`src/rtl/fsh_pkg.sv`:
```
package fsh_pkg;
  typedef enum logic {
    FSH_RIGHT = 1'b0,
    FSH_LEFT  = 1'b1
  } fsh_dir_e;

  function automatic bit fsh_width_pow2(int w);
    return (w == 16) || (w == 32);
  endfunction
endpackage

```
`src/rtl/funnel_count_reduce.sv`:
```
module funnel_count_reduce #(
  parameter int W     = 16,
  parameter int CNT_W = 8,
  localparam int KW   = $clog2(W)
) (
  input  logic [CNT_W-1:0] cnt_i,
  output logic [KW-1:0]    k_o,
  output logic             nz_o
);
  generate
    if (fsh_pkg::fsh_width_pow2(W)) begin : g_mask
      // power-of-two width: modulo is a plain truncation
      assign k_o = cnt_i[KW-1:0];
    end else begin : g_mod
      logic [CNT_W-1:0] rem;
      assign rem = cnt_i % CNT_W'(W);
      assign k_o = rem[KW-1:0];
    end
  endgenerate

  assign nz_o = |k_o;
endmodule

```
`src/rtl/funnel_core.sv`:
```
module funnel_core #(
  parameter int W   = 16,
  localparam int KW = $clog2(W)
) (
  input  logic [W-1:0]        dst_i,
  input  logic [W-1:0]        src_i,
  input  logic [KW-1:0]       k_i,
  input  fsh_pkg::fsh_dir_e   dir_i,
  output logic [W-1:0]        res_o
);
  logic [2*W-1:0] cat_l, cat_r, sh_l, sh_r;

  always_comb begin
    cat_l = {dst_i, src_i};
    cat_r = {src_i, dst_i};
    sh_l  = cat_l << k_i;
    sh_r  = cat_r >> k_i;
    if (dir_i == fsh_pkg::FSH_LEFT) res_o = sh_l[2*W-1:W];
    else                            res_o = sh_r[W-1:0];
  end
endmodule

```
`src/rtl/funnel_carry.sv`:
```
module funnel_carry #(
  parameter int W   = 16,
  localparam int KW = $clog2(W)
) (
  input  logic [W-1:0]        dst_i,
  input  logic [KW-1:0]       k_i,
  input  logic                nz_i,
  input  fsh_pkg::fsh_dir_e   dir_i,
  output logic                carry_o
);
  logic [KW:0]   lidx_w;
  logic [KW-1:0] lidx, ridx;

  always_comb begin
    lidx_w = (KW+1)'(W) - {1'b0, k_i};
    lidx   = lidx_w[KW-1:0];
    ridx   = k_i - KW'(1);
    if (!nz_i)                           carry_o = 1'b0;
    else if (dir_i == fsh_pkg::FSH_LEFT) carry_o = dst_i[lidx];
    else                                 carry_o = dst_i[ridx];
  end
endmodule

```
`src/rtl/funnel_shifter.sv`:
```
module funnel_shifter #(
  parameter int W     = 16,
  parameter int CNT_W = 8
) (
  input  logic [W-1:0]     dst_i,
  input  logic [W-1:0]     src_i,
  input  logic [CNT_W-1:0] cnt_i,
  input  logic             dir_i,
  output logic [W-1:0]     res_o,
  output logic             carry_o,
  output logic             flag_we_o
);
  localparam int KW = $clog2(W);

  fsh_pkg::fsh_dir_e dir;
  logic [KW-1:0]     k;
  logic              nz;
  logic [W-1:0]      shifted;

  assign dir = fsh_pkg::fsh_dir_e'(dir_i);

  funnel_count_reduce #(.W(W), .CNT_W(CNT_W)) u_cnt (
    .cnt_i (cnt_i),
    .k_o   (k),
    .nz_o  (nz)
  );

  funnel_core #(.W(W)) u_core (
    .dst_i (dst_i),
    .src_i (src_i),
    .k_i   (k),
    .dir_i (dir),
    .res_o (shifted)
  );

  funnel_carry #(.W(W)) u_carry (
    .dst_i   (dst_i),
    .k_i     (k),
    .nz_i    (nz),
    .dir_i   (dir),
    .carry_o (carry_o)
  );

  // a zero count passes the destination through untouched
  assign res_o     = nz ? shifted : dst_i;
  assign flag_we_o = nz;
endmodule

```
`config.mk`:
```
export PLATFORM = sky130hd
export DESIGN_NAME = funnel_shifter
export DESIGN_NICKNAME = d
export VERILOG_FILES = /design/src/rtl/fsh_pkg.sv /design/src/rtl/funnel_count_reduce.sv /design/src/rtl/funnel_core.sv /design/src/rtl/funnel_carry.sv /design/src/rtl/funnel_shifter.sv
export SDC_FILE = /design/constraint.sdc
export NUM_CORES = 1
export LEC_CHECK = 0
export BUFFER_PORTS_ARGS = -buffer_cell sky130_fd_sc_hd__buf_2
export CAP_MARGIN = 0
export CELL_PAD_IN_SITES_DETAIL_PLACEMENT = 1
export CELL_PAD_IN_SITES_GLOBAL_PLACEMENT = 1
export CORE_MARGIN = 1.5
export CORE_UTILIZATION = 43
export DETAILED_ROUTE_END_ITERATION = 7
export GPL_TIMING_DRIVEN = 0
export PLACE_DENSITY = 0.79
export SYNTH_ARGS = -nofsm -noshare
export SYNTH_HDL_FRONTEND = slang
export SYNTH_HIERARCHICAL = 1
export SYNTH_SLANG_ARGS = --single-unit
```
`constraint.sdc`:
```
create_clock -name vclk -period 2.6
set_input_delay 0.39 -clock vclk [all_inputs]
set_output_delay 0.39 -clock vclk [all_outputs]
set_load 0.01 [all_outputs]
```
==> impl_metrics.csv <==
group,metric,value,unit
status,status,"finished, violations left",
status,violations,"negative setup slack",
critical_path,cp_data_required_time,2.21,ns
floorplan,rows,30,
yosys,synth_top_area_share,42.53,%
global_routing,use_met1,47.29,%
pwr,powerDensity,252.9,nW/um2
floorplan,die_area,7786,um2
timing,timing.hold.ws,1.217,ns
pwr,leakagePower,0.001631,uW
global_routing,grt_util_met3,9.422,%
layout,flops_and_latches,0,
timing,rsz0062_at_grt,"true",
timing,finalWorstSetupSlack,-0.1337,ns
floorplan,ioPinCount,59,
global_routing,top_usage_layer,"met2",
yosys,yosysTopAreaCell,"mux4_2",
worst_hold_path,min_from,"cnt_i[0]",
layout,final-seq-area,0,um2
timing,fmax,0.3658,GHz
floorplan,initial_core_util,45.24,%
global_routing,track_usage,36.11,%
critical_path,arrival,2.34,ns
pwr,ir_drop,0.1068,mV
critical_path,path_max_fanout,8,
yosys,syn_avg_cell_area,11.88,um2
worst_hold_path,hold_depth,3,
yosys,netlist_area,3124,um2
global_routing,grt.met2_usage,59.06,%
route,wl_per_cell,32.72,um
worst_hold_path,hold_path.class,"in2out",
placed_design,gp_congestion,0.9863,
yosys,synthTopCellsByArea,"mux4_2 (43%), mux2i_1 (9.0%), mux4_1 (7.6%), mux2_2 (7.6%), mux2_4 (4.8%)",
critical_path,path_class,"in2out",
placed_design,placed_cells,414,
route,wl,13.91,mm
critical_path,worstPathCellList,"buf_8 -> buf_12 -> buf_12 -> mux4_2 -> mux2i_4 -> o32ai_2 -> a221o_1 -> mux2_4 -> buf_6",
yosys,syn-instance-count,263,
critical_path,cpMaxStageDelayCell,"mux4_2",
layout,final_util,58.75,%
layout,n_antenna_cell,0,
worst_hold_path,whs_endpoint,"flag_we_o",
timing,hold_viol_final,0,
flow_run,max-cap-violations,0,
floorplan,die_h,88.24,um
route,vias_per_cell,7.725,
layout,final_cell_mix,"mux4_2 (63), buf_2 (42), mux2_4 (23), nor2_1 (23), buf_6 (20)",
timing,slew_headroom,72.94,%
route,first_pass_iters,5,
timing,worst_pin_slew,0.4059,ns
global_routing,antenna_found_initial,0,
global_routing,grt_pass1_vias,3330,
layout,nets,374,
critical_path,critPathLaunchType,"input port",
yosys,ys_warn_count,6,
timing,drv_slew,0,
global_routing,overflow,0,
yosys,synthDistinctLibCells,42,
floorplan,die_w,88.24,um
critical_path,path_common_cell,"buf_12",
global_routing,grt_pass1_wl,20.69,mm
yosys,syn_nets,306,
timing,period_minus_slack,2.734,ns
route,routed-via-count,3283,
layout,final_common_cell,"mux4_2",
layout,fin_cells,425,
layout,area_delta_synth_final,29.88,%
timing,finalSetupTns,-1.266,ns
timing,fin_crit_sh,105.1,%
route,post-route-drc-count,0,
global_routing,grt_start_max_net_pins,13,
layout,drive_gt1_share,71.12,%
placed_design,port_buffers,55,
critical_path,crit_path_end_kind,"primary output",
route,dr.first_iter.drc_count,443,
route,ant_nets,0,
placed_design,place_hpwl,8.911,mm
layout,clock_buffers,0,
critical_path,cpPeakStageDelay,0.57,ns
clock_network,postCtsHoldBufs,0,
yosys,yosysSeqAreaShare,0,%
timing,setup_viol,16,
floorplan,core_area,6907,um2
## through the flow
| stage | instance area [um2] | power (uW) | worst slack, ns |
|---|---|---|---|
| 5_1_grt | 4058 | 1059 | -0.1538 |
| 3_3_place_gp | 3520 | 772.6 | -0.4660 |
| 2_1_floorplan | 3124 | 547.8 | 0.04766 |
| 4_1_cts | 3929 | 920.3 | -0.1439 |
| 3_5_place_dp | 3520 | 797.0 | -0.5663 |
| 6_report | 4058 | 1026 | -0.1337 |
## synthesized netlist by cell type (3+ instances only)
master,instances
o221ai_1,8
nand2_1,10
o32ai_1,4
a22oi_1,8
buf_6,5
a221o_1,4
clkbuf_1,7
mux4_2,59
buf_2,11
nor2_1,26
buf_4,7
buf_12,3
mux2i_1,28
inv_1,7
mux2_2,21
mux2_4,10
a21oi_1,7
mux4_1,9
## metal layers
layer | vias to the layer above | wire [um]
met4 | 0 | 464
met1 | 1648 | 5036
met2 | 308 | 6738
li1 | 1263 | -
met5 | - | 0
met3 | 64 | 1669
## worst max path at each step
stage	startpoint	end	slack (ns)	cells past startpoint
after floorplan	cnt_i[0]	res_o[0]	0.05	8
after detailed placement	cnt_i[2]	res_o[12]	-0.57	10
final	cnt_i[0]	res_o[15]	-0.13	9
after global placement	cnt_i[2]	res_o[12]	-0.47	10
after global routing	cnt_i[0]	res_o[15]	-0.15	9
after CTS	cnt_i[0]	res_o[15]	-0.14	10
## power breakdown
| part | leakage (uW) | internal (uW) | total [uW] | switching, uW |
|---|---|---|---|---|
| registers | 0 | 0 | 0 | 0 |
| logic | 0.00163 | 529 | 1030 | 497 |
| clock network | 0 | 0 | 0 | 0 |
## repair_timing
item	CTS	global route
hold endpoints to repair	0	0
pin swaps	6	9
cloned	2	0
setup endpoints to repair	17	17
resized for setup	71	51
setup buffers	11	4
## area by class of cell
| class | count | area, um2 |
|---|---|---|
| Inverter | 8 | 30.03 |
| Buffer | 30 | 327.8 |
| Tap cell | 96 | 120.1 |
| Multi-Input combinational cell | 221 | 3064 |
| Fill cell | 723 | 2849 |
| Timing Repair Buffer | 70 | 515.5 |
## logic make-up (layout without fill, tap and decap cells)
logic type | Yosys count | after routing | share of synthesized area (%)
AOI/OAI and AO/OA | 44 | 44 | 11.05
xor gates and xnor gates | 3 | 3 | 1.082
adders and majority gates | 2 | 2 | 0.8008
buffers and inverters | 42 | 108 | 9.091
muxes | 128 | 128 | 71.81
and+or+nand+nor | 44 | 44 | 6.168
## critical path: cells and delay by family
| kind | cells | cell delay (ns) |
|---|---|---|
| multiplexers | 3 | 1.04 |
| buffers and inverters | 4 | 0.48 |
| AO/OA/AOI/OAI | 2 | 0.42 |
Note: power is estimated with default switching activity, not from simulation.
